===== config.mk =====
export PLATFORM = sky130hd
export DESIGN_NAME = dma_grant_gate
export DESIGN_NICKNAME = d
export VERILOG_FILES = /design/src/rtl/dmagate_pkg.sv /design/src/rtl/dmagate_decode.sv /design/src/rtl/dmagate_regs.sv /design/src/rtl/dmagate_rdmux.sv /design/src/rtl/dma_grant_gate.sv
export SDC_FILE = /design/constraint.sdc
export NUM_CORES = 1
export LEC_CHECK = 0
export CAP_MARGIN = 20
export CORE_ASPECT_RATIO = 1.5
export CORE_MARGIN = 8
export CORE_UTILIZATION = 28
export CTS_CLUSTER_DIAMETER = 50
export DETAILED_ROUTE_END_ITERATION = 16
export DONT_BUFFER_PORTS = 1
export GPL_TIMING_DRIVEN = 0
export PLACE_DENSITY = 0.48
export SYNTH_ARGS = -nofsm -noshare
export SYNTH_HDL_FRONTEND = slang
export SYNTH_SLANG_ARGS = --single-unit

===== constraint.sdc =====
create_clock -name clk -period 2.3 [get_ports clk]
set_input_delay 0.23 -clock clk [delete_from_list [all_inputs] [get_ports clk]]
set_output_delay 0.23 -clock clk [all_outputs]
set_load 0.005 [all_outputs]

===== src/rtl/dmagate_pkg.sv =====
package dmagate_pkg;

  typedef enum logic [2:0] {
    WR_IDLE,
    WR_ARM,
    WR_DISARM,
    WR_CTRL,
    WR_FLASH,
    WR_DRAM,
    WR_LEN,
    WR_REJECT
  } wr_kind_e;

  localparam logic [31:0] ARM_KEY    = 32'hAEED_0000;
  localparam logic [31:0] DISARM_KEY = 32'hDEEA_0000;
  localparam int          REQ_POS    = 31;
  localparam int          GNT_POS    = 30;
  localparam int          BODY_W     = 30;

endpackage


===== src/rtl/dmagate_decode.sv =====
module dmagate_decode
  import dmagate_pkg::*;
#(
  parameter int              ADDR_W         = 8,
  parameter bit              GRANT_REQUIRED = 1'b1,
  parameter logic [ADDR_W-1:0] CTRL_OFS     = 'h80,
  parameter logic [ADDR_W-1:0] FLASH_OFS    = 'h84,
  parameter logic [ADDR_W-1:0] DRAM_OFS     = 'h88,
  parameter logic [ADDR_W-1:0] LEN_OFS      = 'h8C
) (
  input  logic              wr_en_i,
  input  logic [ADDR_W-1:0] wr_addr_i,
  input  logic [31:0]       wr_data_i,
  input  logic              req_i,
  input  logic              grant_i,
  output wr_kind_e          kind_o,
  output logic [31:0]       merged_o
);

  logic gate_open;
  logic is_ctrl, is_flash, is_dram, is_len;

  always_comb begin
    merged_o = wr_data_i;
    if (GRANT_REQUIRED) begin
      merged_o[REQ_POS] = wr_data_i[REQ_POS] | req_i;
      merged_o[GNT_POS] = wr_data_i[GNT_POS] | grant_i;
    end
    gate_open = !GRANT_REQUIRED || grant_i;
    is_ctrl   = wr_addr_i == CTRL_OFS;
    is_flash  = wr_addr_i == FLASH_OFS;
    is_dram   = wr_addr_i == DRAM_OFS;
    is_len    = wr_addr_i == LEN_OFS;

    kind_o = WR_IDLE;
    if (wr_en_i) begin
      if (is_ctrl) begin
        if (GRANT_REQUIRED && merged_o == ARM_KEY)         kind_o = WR_ARM;
        else if (GRANT_REQUIRED && merged_o == DISARM_KEY) kind_o = WR_DISARM;
        else if (gate_open)                                kind_o = WR_CTRL;
        else                                               kind_o = WR_REJECT;
      end else if (is_flash) begin
        kind_o = gate_open ? WR_FLASH : WR_REJECT;
      end else if (is_dram) begin
        kind_o = gate_open ? WR_DRAM : WR_REJECT;
      end else if (is_len) begin
        kind_o = gate_open ? WR_LEN : WR_REJECT;
      end
    end
  end

endmodule


===== src/rtl/dmagate_regs.sv =====
module dmagate_regs
  import dmagate_pkg::*;
#(
  parameter bit          GRANT_REQUIRED = 1'b1,
  parameter int          EN_BIT         = 0,
  parameter logic [31:0] FLASH_MASK     = 32'h0FFF_FFFC,
  parameter logic [31:0] DRAM_MASK      = 32'h3FFF_FFFC
) (
  input  logic              clk,
  input  logic              rst_n,
  input  wr_kind_e          kind_i,
  input  logic [31:0]       merged_i,
  input  logic [31:0]       wr_data_i,
  output logic              req_o,
  output logic              grant_o,
  output logic [BODY_W-1:0] body_o,
  output logic [31:0]       flash_o,
  output logic [31:0]       dram_o,
  output logic [31:0]       len_o,
  output logic              start_o,
  output logic              drop_o
);

  logic              flag_we, ctrl_we, flash_we, dram_we, len_we;
  logic [1:0]        flag_n;
  logic [BODY_W-1:0] body_n;
  logic [31:0]       flash_n, dram_n, len_n;
  logic              start_n, drop_n;

  always_comb begin
    ctrl_we  = kind_i == WR_CTRL;
    flash_we = kind_i == WR_FLASH;
    dram_we  = kind_i == WR_DRAM;
    len_we   = kind_i == WR_LEN;
    flag_we  = ctrl_we || kind_i == WR_ARM || kind_i == WR_DISARM;
    if (kind_i == WR_ARM)                flag_n = 2'b11;
    else if (ctrl_we && !GRANT_REQUIRED) flag_n = {merged_i[REQ_POS], merged_i[GNT_POS]};
    else                                 flag_n = 2'b00;
    body_n  = merged_i[BODY_W-1:0];
    flash_n = wr_data_i & FLASH_MASK;
    dram_n  = wr_data_i & DRAM_MASK;
    len_n   = wr_data_i;
    start_n = ctrl_we && merged_i[EN_BIT];
    drop_n  = kind_i == WR_REJECT;
  end

  always_ff @(posedge clk or negedge rst_n) begin
    if (!rst_n) begin
      req_o   <= 1'b0;
      grant_o <= 1'b0;
      body_o  <= '0;
      flash_o <= '0;
      dram_o  <= '0;
      len_o   <= '0;
      start_o <= 1'b0;
      drop_o  <= 1'b0;
    end else begin
      if (flag_we)  {req_o, grant_o} <= flag_n;
      if (ctrl_we)  body_o  <= body_n;
      if (flash_we) flash_o <= flash_n;
      if (dram_we)  dram_o  <= dram_n;
      if (len_we)   len_o   <= len_n;
      start_o <= start_n;
      drop_o  <= drop_n;
    end
  end

  assert_pulse_exclusive_R5: assert property (@(posedge clk) disable iff (!rst_n)
    !(start_o && drop_o));

  assert_drop_without_grant_R5: assert property (@(posedge clk) disable iff (!rst_n)
    drop_o |-> !$past(grant_o));

  generate
    if (GRANT_REQUIRED) begin : g_gated_checks
      assert_grant_spent_R6: assert property (@(posedge clk) disable iff (!rst_n)
        start_o |-> (!grant_o && !req_o));
      assert_flags_paired_R2: assert property (@(posedge clk) disable iff (!rst_n)
        req_o == grant_o);
    end else begin : g_open_checks
      assert_open_never_drops_R9: assert property (@(posedge clk) disable iff (!rst_n)
        !drop_o);
    end
  endgenerate

endmodule


===== src/rtl/dmagate_rdmux.sv =====
module dmagate_rdmux #(
  parameter int                ADDR_W    = 8,
  parameter logic [ADDR_W-1:0] CTRL_OFS  = 'h80,
  parameter logic [ADDR_W-1:0] FLASH_OFS = 'h84,
  parameter logic [ADDR_W-1:0] DRAM_OFS  = 'h88,
  parameter logic [ADDR_W-1:0] LEN_OFS   = 'h8C
) (
  input  logic [ADDR_W-1:0] rd_addr_i,
  input  logic [31:0]       ctrl_i,
  input  logic [31:0]       flash_i,
  input  logic [31:0]       dram_i,
  input  logic [31:0]       len_i,
  output logic [31:0]       rd_data_o
);

  always_comb begin
    if (rd_addr_i == CTRL_OFS)       rd_data_o = ctrl_i;
    else if (rd_addr_i == FLASH_OFS) rd_data_o = flash_i;
    else if (rd_addr_i == DRAM_OFS)  rd_data_o = dram_i;
    else if (rd_addr_i == LEN_OFS)   rd_data_o = len_i;
    else                             rd_data_o = '0;
  end

endmodule


===== src/rtl/dma_grant_gate.sv =====
module dma_grant_gate
  import dmagate_pkg::*;
#(
  parameter int                ADDR_W         = 8,
  parameter bit                GRANT_REQUIRED = 1'b1,
  parameter int                EN_BIT         = 0,
  parameter logic [31:0]       FLASH_MASK     = 32'h0FFF_FFFC,
  parameter logic [31:0]       DRAM_MASK      = 32'h3FFF_FFFC,
  parameter logic [ADDR_W-1:0] CTRL_OFS       = 'h80,
  parameter logic [ADDR_W-1:0] FLASH_OFS      = 'h84,
  parameter logic [ADDR_W-1:0] DRAM_OFS       = 'h88,
  parameter logic [ADDR_W-1:0] LEN_OFS        = 'h8C
) (
  input  logic              clk,
  input  logic              rst_n,
  input  logic              wr_en_i,
  input  logic [ADDR_W-1:0] wr_addr_i,
  input  logic [31:0]       wr_data_i,
  input  logic [ADDR_W-1:0] rd_addr_i,
  output logic [31:0]       rd_data_o,
  output logic              req_o,
  output logic              grant_o,
  output logic              drop_o,
  output logic              start_o,
  output logic [31:0]       ctrl_o,
  output logic [31:0]       flash_addr_o,
  output logic [31:0]       dram_addr_o,
  output logic [31:0]       len_o
);

  wr_kind_e          kind;
  logic [31:0]       merged;
  logic [BODY_W-1:0] body;

  dmagate_decode #(
    .ADDR_W(ADDR_W), .GRANT_REQUIRED(GRANT_REQUIRED),
    .CTRL_OFS(CTRL_OFS), .FLASH_OFS(FLASH_OFS), .DRAM_OFS(DRAM_OFS), .LEN_OFS(LEN_OFS)
  ) u_decode (
    .wr_en_i(wr_en_i), .wr_addr_i(wr_addr_i), .wr_data_i(wr_data_i),
    .req_i(req_o), .grant_i(grant_o), .kind_o(kind), .merged_o(merged)
  );

  dmagate_regs #(
    .GRANT_REQUIRED(GRANT_REQUIRED), .EN_BIT(EN_BIT),
    .FLASH_MASK(FLASH_MASK), .DRAM_MASK(DRAM_MASK)
  ) u_regs (
    .clk(clk), .rst_n(rst_n), .kind_i(kind), .merged_i(merged), .wr_data_i(wr_data_i),
    .req_o(req_o), .grant_o(grant_o), .body_o(body), .flash_o(flash_addr_o),
    .dram_o(dram_addr_o), .len_o(len_o), .start_o(start_o), .drop_o(drop_o)
  );

  assign ctrl_o = {req_o, grant_o, body};

  dmagate_rdmux #(
    .ADDR_W(ADDR_W), .CTRL_OFS(CTRL_OFS), .FLASH_OFS(FLASH_OFS),
    .DRAM_OFS(DRAM_OFS), .LEN_OFS(LEN_OFS)
  ) u_rdmux (
    .rd_addr_i(rd_addr_i), .ctrl_i(ctrl_o), .flash_i(flash_addr_o),
    .dram_i(dram_addr_o), .len_i(len_o), .rd_data_o(rd_data_o)
  );

  generate
    if (GRANT_REQUIRED) begin : g_gate_checks
      assert_arm_sets_flags_R2: assert property (@(posedge clk) disable iff (!rst_n)
        (wr_en_i && wr_addr_i == CTRL_OFS && wr_data_i == ARM_KEY && !grant_o)
        |=> (grant_o && req_o && !start_o && !drop_o));
      assert_disarm_clears_R3: assert property (@(posedge clk) disable iff (!rst_n)
        (wr_en_i && wr_addr_i == CTRL_OFS && wr_data_i == DISARM_KEY)
        |=> (!grant_o && !req_o && $stable(ctrl_o[BODY_W-1:0])));
      assert_locked_flash_holds_R5: assert property (@(posedge clk) disable iff (!rst_n)
        (wr_en_i && wr_addr_i == FLASH_OFS && !grant_o) |=> $stable(flash_addr_o));
      assert_granted_ctrl_spends_R4: assert property (@(posedge clk) disable iff (!rst_n)
        (wr_en_i && wr_addr_i == CTRL_OFS && grant_o && wr_data_i != DISARM_KEY)
        |=> !grant_o);
    end
  endgenerate

endmodule


# Word level (Yosys, flattened, before mapping)
# Index checks and enable logic that the tools add are counted.
[word_totals] output_inout_bits=164 word_cells=46 input_bits=51 ff_bits=120
[op_classes] n_reduce_logical=3 n_mux=16 bitwise=2 n_eq_ne=17
[op_table] cell="$mux 32" n=4
[op_table] cell="$eq 32x32->1 const B" n=2
[op_table] cell="$eq 8x8->1 const B" n=8
[op_table] cell="$mux 3" n=8
[op_table] cell="$eq 3x3->1 const B" n=4
[op_table] cell="$eq 3x2->1 const B" n=2
[op_table] cell="$mux 2" n=3
[op_table] cell="$eq 3x1->1 const B" n=1
[op_table] cell="$logic_or 1x1->1" n=2
[op_table] cell="$or 1x1->1" n=2
[op_table] cell="$logic_and 1x1->1" n=1
[op_table] cell="$mux 1" n=1

# Depth between registers and ports, before layout
# Gate-level depths: netlist of the first run.
[depth] word_depth=9 ltp_mapped=7 ltp_nobuf=5

# Cells and area by module
# From an unflattened synthesis of the first run, not the netlist that was laid out.
[hier_totals] cells_unflattened=410 area_unflattened_um2=5980.7
[modules_own_cells] mod="dmagate_regs" seq_area_each_um2=2977.9 n_inst=1 area_per_inst_um2=4519.3 cells_per_inst=268
[modules_own_cells] mod="dmagate_rdmux" seq_area_each_um2=0.0 n_inst=1 area_per_inst_um2=1019.7 cells_per_inst=79
[modules_own_cells] mod="dmagate_decode" seq_area_each_um2=0.0 n_inst=1 area_per_inst_um2=426.7 cells_per_inst=61
[modules_own_cells] mod="dma_grant_gate" seq_area_each_um2=0.0 n_inst=1 area_per_inst_um2=15.0 cells_per_inst=2

# Least setup slack after synthesis of the first run
# No wires, ideal clock.
[synth_path] kind="reg2reg" from="reg u_regs.grant_o" to="reg u_regs.body_o[0]" path_slack_ps=181 n_path_buf=1 required_time_ps=2175 setup_time_ps=125 period_less_slack_ps=2119 t_arrival_ps=1994 path_stages_with_launch=6 path_cell_list="dfrtp_1 > and3_1 > or3_4 > a2111oi_4 > buf_6 > mux2_2"
[synth_via] elab_chain_cells=7 word_cells_on_any_way=15 classes_between="eq/ne: 3; mux: 11; bitwise: 1"
[synth_rtl] element="start: declaration" line="dmagate_regs.sv:15" text="output logic grant_o,"
[synth_rtl] element="start signal: assignment" line="dmagate_regs.sv:58" text="if (flag_we) {req_o, grant_o} <= flag_n;"
[synth_rtl] element="$or 1x1->1 or $mux 1 (tied branches)" line="dmagate_decode.sv:27, dmagate_decode.sv:47"
[synth_rtl] element="$eq 32x32->1 or $mux 3 (tied branches)" line="dmagate_decode.sv:39, dmagate_decode.sv:46"
[synth_rtl] element="$mux 3, on equally long branches" line="dmagate_decode.sv:39, dmagate_decode.sv:44"
[synth_rtl] element="$mux 3, on equally long branches" line="dmagate_decode.sv:38, dmagate_decode.sv:42"
[synth_rtl] element="$mux 3 *" line="dmagate_decode.sv:37" text="if (is_ctrl) begin"
[synth_rtl] element="$mux 3 *" line="dmagate_decode.sv:36" text="if (wr_en_i) begin"
[synth_rtl] element="$eq 3x2->1 *" line="dmagate_regs.sv:31" text="ctrl_we = kind_i == WR_CTRL;"
[synth_rtl] element="end signal: assignment" line="dmagate_regs.sv:59" text="if (ctrl_we) body_o <= body_n;"
[synth_rtl] element="end: declaration" line="dmagate_regs.sv:16" text="output logic [BODY_W-1:0] body_o,"
# Mark *: on every way between the ends. The rest lies on a longest branch, timed or not.
# A chain may end at the register's enable or synchronous reset.

# Worst setup path in the final report of the first run
[layout_path] from="reg u_regs.grant_o" to="reg u_regs.body_o[12]"
# The elaborated chain is that of the path after synthesis.

==> results_dict.tcl, run 1 <==
set metrics [dict create \
    status "complete, but fails checks" \
    violations "hold timing" \
    crit_family "simple AND/OR/NAND/NOR gates" \
    ys_ff_latch 119 \
    antenna_found_initial 1 \
    p_clk_frac 0.528 \
    dpl.hpwl_um 14600 \
    clockRootBuffer "clkbuf_16" \
    p_leak_nw 3.35 \
    final_layout_size_suffix_gt1_frac 0.452 \
    io_pins 215 \
    hold_buffers 35 \
    path_depth 6 \
    cts_sinks 119 \
    critPathMaxFanout 10 \
    fin_crit_sh 0.952 \
    synth.avg_cell_area_um2 14.8 \
    power_frac_comb 0.038 \
    gp_congestion 0.803 \
    hp-class "input port to async pin" \
    die_y_um 190 \
    power.density_nw_per_um2 690 \
    startpoint_type "flop" \
    p_sw_w 0.00110 \
    via_per_inst 5.11 \
    dieArea_um2 25000 \
    synth_area_um2 5640 \
    endpoint_kind "flop" \
    fp.dieW_um 132 \
    grt_pass1_wl_um 29500 \
    post-route-drc-count 0 \
    async_reset_ff_frac 1.00 \
    cts_buffer_depth 2 \
    cts_tree "yes" \
    worst_slack_ps 110 \
    finalSetupViolations 0 \
    max_stage_delay_ps 500 \
    antenna_left 0 \
    hold_viol_final 119 \
    dp_worst_setup_slack_ps -302 \
    crit_slowest_cell "dfrtp_2" \
    nets 500 \
    drv_slew 0 \
    route.vias.total 3690 \
    arrival_ps 2470 \
    yosys.cell_types.count 34 \
    fmax_ghz 0.457 \
    drt_pass1_iterations 4 \
    required_ps 2580 \
    grt_overflow_total 0 \
    placedInstanceArea_um2 6030 \
    sw_frac_of_total 0.228 \
    hold_ws_ps -487 \
    ys_seq_area_frac 0.528 \
    num_antenna_cells 0 \
    clk_latency_ps 410 \
    synth_edf_count 0 \
    coreArea_um2 19800 \
    nFillCells 1917 \
    initial_core_util 0.285 \
    tightestPinTransition_ps 906 \
    drtIter0Drc 151 \
    rr_worst_depth 6 \
    slew_headroom 0.396 \
    wl_um 20200 \
    yosysWarnings 0 \
    path_cells "and3_1, or3_4, a2111oi_4, buf_6, buf_8, mux2_2" \
    port_buffers 0 \
    post_drt_wl_per_cell_um 27.9 \
    clkTransAtPathRegs_ps 60 \
    p_int_w 0.00373 \
    seq_power_share 0.433 \
    fin_skew_ps 10.3 \
    cts_max_level 4 \
    rsz0062_at_grt "false" \
    grt_pass1_vias 4136 \
    area_growth_pct 24.2 \
    grt_max_degree 120 \
    synth-main-ff-cell "dfrtp_1" \
    fin_setup_tns_ps 0 \
    crit_type "flop to flop" \
    grt_usage 0.161 \
    core.rowCount 63 \
    crit_buf_inv 2 \
    drv_cap 0 \
    numCtsBuffers 17 \
    final.min_clock_period_ps 2190 \
    fin_area_um2 7000 \
    ir_worst_vdd_mv 0.380 \
    synthesis.instances 381 \
]
-- logic make-up (layout without fill, tap and decap cells) --
group / Yosys count / count (layout) / synth area share
flip-flops: 119 / 119 / 0.528
AND/OR/NAND/NOR: 71 / 71 / 0.0788
other: 1 / 10 / 0.000665
multiplexers: 143 / 143 / 0.338
buffers and inverters: 37 / 109 / 0.0400
AO/OA/AOI/OAI: 10 / 10 / 0.0147
-- final cells by class --
| type | count | area (um2) | share of cell area |
|---|---|---|---|
| sequential | 119 | 2980 | 0.425 |
| multi-input combinational | 234 | 2470 | 0.353 |
| clock buffer | 19 | 453 | 0.0647 |
| timing repair buffer | 40 | 407 | 0.0581 |
| tap | 260 | 325 | 0.0465 |
| buffer | 36 | 239 | 0.0341 |
| clock inverter | 13 | 121 | 0.0173 |
| inverter | 1 | 3.75 | 0.000536 |
-- registers in the layout, summed over array words and instances (netlist names) --
| register | flops |
|---|---|
| u_regs.flash_o | 26 |
| u_regs.len_o | 32 |
| u_regs.body_o | 30 |
| u_regs.drop_o | 1 |
| u_regs.grant_o | 1 |
| u_regs.dram_o | 28 |
| u_regs.start_o | 1 |
-- final timing paths --
kind,slack (ps),startpoint,endpoint
max in group asynchronous,2450,rst_n,u_regs.grant_o
min reg2reg,550,u_regs.body_o[23],u_regs.body_o[23]
max reg2reg,110,u_regs.grant_o,u_regs.body_o[12]
min,-490,rst_n,u_regs.flash_o[19]
min in group clk,60,wr_addr_i[6],u_regs.drop_o
max,110,u_regs.grant_o,u_regs.body_o[12]
-- cell usage after synthesis (2+ instances only) --
cell type / number / area, um2
buf_4: 16 / 120
a21oi_1: 4 / 20.0
mux2_2: 114 / 1280
buf_6: 3 / 33.8
mux2_1: 3 / 33.8
clkbuf_1: 13 / 48.8
nand4_1: 2 / 12.5
dfrtp_1: 119 / 2980
and3_1: 28 / 175
buf_2: 3 / 15.0
nor4_1: 4 / 25.0
nor3b_1: 2 / 15.0
nand3_1: 7 / 35.0
nand4b_1: 2 / 17.5
nor4b_1: 2 / 17.5
a22oi_1: 2 / 15.0
nor2_1: 7 / 26.3
mux4_2: 26 / 586
nand2_1: 9 / 33.8
-- stage by stage --
stage / instances / util / power [W]
4_1_cts: 721 / 0.352 / 0.00493
6_report: 722 / 0.354 / 0.00483
5_1_grt: 722 / 0.354 / 0.00503
2_1_floorplan: 390 / - / 0.00221
3_3_place_gp: 650 / 0.303 / 0.00224
3_5_place_dp: 652 / 0.305 / 0.00225
-- cells in the final DEF (no fill, tap or decap), types with 2 or more instances in the layout --
master         netlist  final
a21oi_1              4      4
a22oi_1              2      2
and3_1              28     28
buf_2                3      4
buf_4               16     17
buf_6                3      2
clkbuf_1            13     11
clkbuf_16            0     17
clkbuf_2             0      2
clkbuf_8             0      2
clkinv_2             0      2
clkinv_4             0      2
clkinvlp_4           0      5
conb_1               1     10
dfrtp_1            119    118
dlygate4sd3_1        0     35
inv_6                0      3
mux2_1               3      3
mux2_2             114    114
mux4_2              26     26
nand2_1              9      9
nand3_1              7      7
nand4_1              2      2
nand4b_1             2      2
nor2_1               7      7
nor3b_1              2      2
nor4_1               4      4
nor4b_2              1      2
-- power by group through the flow --
stage | clock network [W] | registers (W) | logic, W
after floorplan | 0 | 0.00213 | 0.0000757
after global placement | 0 | 0.00213 | 0.000111
after detailed placement | 0 | 0.00213 | 0.000117
after CTS | 0.00265 | 0.00209 | 0.000188
after global routing | 0.00274 | 0.00209 | 0.000200
final | 0.00255 | 0.00209 | 0.000186
-- layer usage --
metal | global-route usage | part of all wire | vias up
li1 | - | - | 1548
met1 | 0.159 | 0.33 | 1957
met2 | 0.293 | 0.55 | 166
met3 | 0.0655 | 0.094 | 19
met4 | 0.0683 | 0.021 | 0
met5 | 0 | 0 | -
-- what timing repair did --
item,in CTS,in global routing
gates cloned,0,0
resized for setup,1,10
buffers inserted,2,1
setup endpoints to repair,81,44
endpoints found under the hold margin,238,119
pin swaps,1,0
Note: power is estimated with default switching activity, not from simulation.
==> run 2: changes to the inputs <==
Settings changed: CORE_MARGIN 8 to default, CTS_CLUSTER_SIZE from default to 40, SETUP_SLACK_MARGIN from default to 0.15.
==> run 2 against run 1 <==
The run still ends with hold timing left; combinational power decreased by 3%; global-route usage increased by 2.9 points; final cell count shrank 0.14%; via count increased by 0.73%; clock skew down 6.6 ps; non-clock buffer count grew 1; critical path depth did not move; wire length shrank 5.5%; power decreased by 1.7%; setup slack better by 8.8 ps; clock power fell by 3%.
==> results_dict.tcl, run 2 (synthesis gave the netlist of run 1 again) <==
set metrics [dict create \
    layout_commonest_cell "dfrtp_1" \
    arrival_ps 2480 \
    gp_congestion 0.776 \
    die_y_um 176 \
    grt_pass1_wl_um 27900 \
    cts_tree "yes" \
    crit_slowest_cell "dfrtp_2" \
    startpoint_type "flop" \
    placedInstanceArea_um2 6000 \
    via_per_inst 5.16 \
    post_drt_wl_per_cell_um 26.4 \
    cts_max_level 4 \
    dpl.hpwl_um 13200 \
    largest_register "u_regs.len_o" \
    coreArea_um2 19800 \
    antenna_left 0 \
    p_leak_nw 3.36 \
    layout.cells.most_common_list "dfrtp_1 (118), mux2_2 (114), dlygate4sd3_1 (35)" \
    rsz0062_at_grt "true" \
    clkTransAtPathRegs_ps 50 \
    nets 501 \
    hp-class "input port to async pin" \
    wl_um 19100 \
    tightestPinTransition_ps 837 \
    route.vias.total 3717 \
    worst_slack_ps 119 \
    reg.largest.list "u_regs.len_o x32, u_regs.body_o x30, u_regs.dram_o x28" \
    grt_pass1_vias 4021 \
    fmax_ghz 0.459 \
    hold_viol_final 119 \
    max_stage_delay_ps 500 \
    clk_latency_ps 420 \
    power_frac_comb 0.038 \
    grt_max_degree 120 \
    seq_area_um2 2980 \
    status "complete, but fails checks" \
    p_clk_frac 0.521 \
    hold_buffers 35 \
    fin_area_um2 6980 \
    seq_power_share 0.441 \
    nFillCells 1948 \
    grt_usage 0.190 \
    fin_skew_ps 3.71 \
    port_buffers 0 \
    crit_type "flop to flop" \
    finalSetupViolations 0 \
    fp.dieW_um 118 \
    io_pins 215 \
    fin_setup_tns_ps 0 \
    grt_overflow_total 0 \
    drv_cap 0 \
    path_cells "and3_4, or3_4, a2111oi_4, buf_6, buf_12, mux2_2" \
    drt_pass1_iterations 4 \
    dieArea_um2 20700 \
    endpoint_kind "flop" \
    core.rowCount 63 \
    numCtsBuffers 17 \
    final_layout_size_suffix_gt1_frac 0.451 \
    cts_sinks 119 \
    num_antenna_cells 0 \
    initial_core_util 0.285 \
    hold_ws_ps -496 \
    multi_input_area_um2 2480 \
    violations "hold timing" \
    slew_headroom 0.442 \
    fin_crit_sh 0.948 \
    crit_family "simple AND/OR/NAND/NOR gates" \
    clockRootBuffer "clkbuf_16" \
    power.density_nw_per_um2 681 \
    dp_worst_setup_slack_ps -265 \
    p_int_w 0.00373 \
    required_ps 2600 \
    drtIter0Drc 145 \
    area_growth_pct 23.8 \
    ir_worst_vdd_mv 0.422 \
    critPathMaxFanout 10 \
    post-route-drc-count 0 \
    antenna_found_initial 1 \
    crit_buf_inv 2 \
    drv_slew 0 \
    p_sw_w 0.00102 \
    largest_reg_flops 32 \
    total_power_w 0.00475 \
    sw_frac_of_total 0.215 \
    cts_buffer_depth 2 \
    final.min_clock_period_ps 2180 \
]
run 2: changes by cell type in the layout (fill, tap and decap cells not counted), sizes merged:
cell	change
inv	-3
buf	+1
clkinv	-1
clkbuf	+7
clkinvlp	-5
run 2: final cells by class:
class                           instances  area share
Sequential cell                       119       0.427
Multi-Input combinational cell        234       0.355
Clock buffer                           26      0.0701
Timing Repair Buffer                   41      0.0565
Tap cell                              260      0.0466
Buffer                                 36      0.0378
Clock inverter                          4     0.00645
Inverter                                1    0.000538
run 2: stage by stage:
| stage | instances | hold slack [ps] | utilization |
|---|---|---|---|
| floorplan | 390 | -65.6 | - |
| global placement | 650 | -61.7 | 0.303 |
| detailed placement | 651 | -62.5 | 0.303 |
| CTS | 721 | -523 | 0.352 |
| global route | 721 | -519 | 0.353 |
| finish | 721 | -496 | 0.353 |
run 2: power groups by stage:
stage / Combinational [W] / Clock, W / Sequential, W
after floorplan: 0.0000757 / 0 / 0.00213
after global placement: 0.000112 / 0 / 0.00213
after detailed placement: 0.000113 / 0 / 0.00213
after CTS: 0.000183 / 0.00255 / 0.00210
after global routing: 0.000195 / 0.00264 / 0.00209
final: 0.000181 / 0.00247 / 0.00210
run 2: timing repair:
| item | CTS | global route |
|---|---|---|
| pin swaps | 2 | 0 |
| endpoints found under the hold margin | 238 | 119 |
| gates cloned | 0 | 0 |
| buffers inserted | 5 | 0 |
| setup endpoints to repair | 114 | 38 |
| gates resized for setup | 20 | 5 |
run 2: final timing paths:
path / startpoint / endpoint / slack, ps / depth (start not counted)
worst max-delay path: u_regs.grant_o / u_regs.body_o[21] / 120 / 6
worst min-delay path: rst_n / u_regs.body_o[10] / -500 / 0
min in group clk: wr_addr_i[6] / u_regs.drop_o / 50 / 3
worst min register to register: u_regs.body_o[23] / u_regs.body_o[23] / 550 / 1
worst max register to register: u_regs.grant_o / u_regs.body_o[21] / 120 / 6
max in group asynchronous: rst_n / u_regs.body_o[24] / 2560 / 0
run 2: layer usage:
layer	global-route usage	wire, um	up-vias
met3	0.0714	1370	34
met5	0	0	-
met2	0.346	10500	166
met1	0.192	6680	1961
met4	0.0828	478	0
li1	-	-	1556
==> run 3: changes to the inputs <==
Settings changed: HOLD_SLACK_MARGIN from default to 0.02.
==> run 3 against run 2 <==
Setup slack is essentially flat; sequential share of layout area down 0.061 points; clock power barely moved; die area stayed put; register-to-register slack barely moved; global-route usage about the same; final cell count is 0.14% higher; fmax hardly changed; the run still ends with hold timing left; critical path depth did not move; core utilization increased by 0.051 points; power barely moved; via count grew 0.48%.
==> results_dict.tcl, run 3 (synthesis gave the netlist of run 1 again) <==
set metrics [dict create \
    status "complete, but fails checks" \
    startpoint_type "flop" \
    drv_slew 0 \
    power.density_nw_per_um2 680 \
    dp_cells 651 \
    antenna_left 0 \
    numCtsBuffers 17 \
    area_growth_pct 24.0 \
    nets 502 \
    p_int_w 0.00373 \
    hold_viol_final 119 \
    dpl.hpwl_um 13200 \
    largest_reg_flops 32 \
    grt_pass1_vias 4033 \
    hp-class "input port to async pin" \
    endpoint_kind "flop" \
    num_antenna_cells 0 \
    ir_worst_vdd_mv 0.422 \
    port_buffers 0 \
    grt_usage 0.190 \
    clk_latency_ps 420 \
    antenna_found_initial 1 \
    p_clk_frac 0.520 \
    power_frac_comb 0.038 \
    clkTransAtPathRegs_ps 50 \
    initial_core_util 0.285 \
    worst_slack_ps 119 \
    violations "hold timing" \
    hold_ws_ps -496 \
    grt_pass1_wl_um 27900 \
    post-route-drc-count 0 \
    cts_max_level 4 \
    crit_type "flop to flop" \
    post_drt_wl_per_cell_um 26.4 \
    gp_congestion 0.776 \
    grt_overflow_total 0 \
    clockRootBuffer "clkbuf_16" \
    reg.largest.list "u_regs.len_o x32, u_regs.body_o x30, u_regs.dram_o x28" \
    final_layout_size_suffix_gt1_frac 0.450 \
    finalNonFillerCells 722 \
    drv_cap 0 \
    fmax_ghz 0.458 \
    wl_um 19100 \
    largest_register "u_regs.len_o" \
    dieArea_um2 20700 \
    drtIter0Drc 148 \
    finalSetupViolations 0 \
    core.rowCount 63 \
    fp.dieW_um 118 \
    p_sw_w 0.00102 \
    drt_pass1_iterations 4 \
    hold_buffers 36 \
    critPathMaxFanout 10 \
    cts_buffer_depth 2 \
    cts_tree "yes" \
    coreArea_um2 19800 \
    final_util 0.353 \
    dp_worst_setup_slack_ps -265 \
    io_pins 215 \
    seq_power_share 0.441 \
    required_ps 2600 \
    fin_skew_ps 3.73 \
    cts_sinks 119 \
    via_per_inst 5.17 \
    route.vias.total 3735 \
    fin_crit_sh 0.948 \
    sw_frac_of_total 0.214 \
    layout.cells.most_common_list "dfrtp_1 (118), mux2_2 (114), dlygate4sd3_1 (36)" \
    p_leak_nw 3.36 \
    final.min_clock_period_ps 2180 \
    slew_headroom 0.439 \
    grt_max_degree 120 \
    die_y_um 176 \
    tightestPinTransition_ps 841 \
    layout_commonest_cell "dfrtp_1" \
    arrival_ps 2480 \
    rsz0062_at_grt "true" \
]
[run 3: cell count changes in the layout (fill, tap and decap cells not counted)]
cell / delta
dlygate4sd3_1: +1
[run 3: path summary, 6_finish.rpt]
check	endpoint	cells past startpoint	slack (ps)	start
min	u_regs.body_o[10]	0	-500	rst_n
min in group clk	u_regs.grant_o	4	120	wr_data_i[29]
max reg2reg	u_regs.body_o[21]	6	120	u_regs.grant_o
max	u_regs.body_o[21]	6	120	u_regs.grant_o
max in group asynchronous	u_regs.body_o[24]	0	2580	rst_n
min reg2reg	u_regs.body_o[23]	1	550	u_regs.body_o[23]
[run 3: metrics by stage]
step	TNS, ps	total power [W]	instance area [um2]
3_3_place_gp	-18500	0.00224	6000
6_report	0	0.00475	6990
3_5_place_dp	-17360	0.00225	6000
2_1_floorplan	0	0.00221	5670
4_1_cts	0	0.00483	6980
5_1_grt	0	0.00493	6990
[run 3: what timing repair did]
item                                    CTS  global route
gates resized for setup                  20             5
pin swaps                                 2             0
buffers inserted                          5             0
endpoints found under the setup margin  114            38
endpoints found under the hold margin   238           119
[run 3: layout make-up]
type,instances,area (um2)
Fill cell,1947,12800
Sequential cell,119,2980
Multi-Input combinational cell,234,2480
Clock buffer,26,489
Timing Repair Buffer,42,404
Tap cell,260,325
Buffer,36,264
Clock inverter,4,45.0
Inverter,1,3.75
[run 3: worst max-delay path, cell delays in order, from the launching register on]
cell	delay, ps
dfrtp_2	500
and3_4	180
or3_4	390
a2111oi_4	310
buf_6	190
buf_12	150
mux2_2	340
[run 3: layer usage]
layer / routed length [um] / track usage / share of wire / vias up
met5: 0 / 0 / 0 / -
met4: 482 / 0.0828 / 0.025 / 0
met3: 1370 / 0.0714 / 0.072 / 34
met2: 10600 / 0.347 / 0.55 / 170
met1: 6650 / 0.192 / 0.35 / 1973
li1: - / - / - / 1558
[run 3: power by group through the flow]
stage / sequential (W) / clock [W] / combinational (W)
after global routing: 0.00209 / 0.00264 / 0.000195
after detailed placement: 0.00213 / 0 / 0.000113
after floorplan: 0.00213 / 0 / 0.0000757
after global placement: 0.00213 / 0 / 0.000112
after CTS: 0.00210 / 0.00255 / 0.000183
final: 0.00210 / 0.00247 / 0.000182
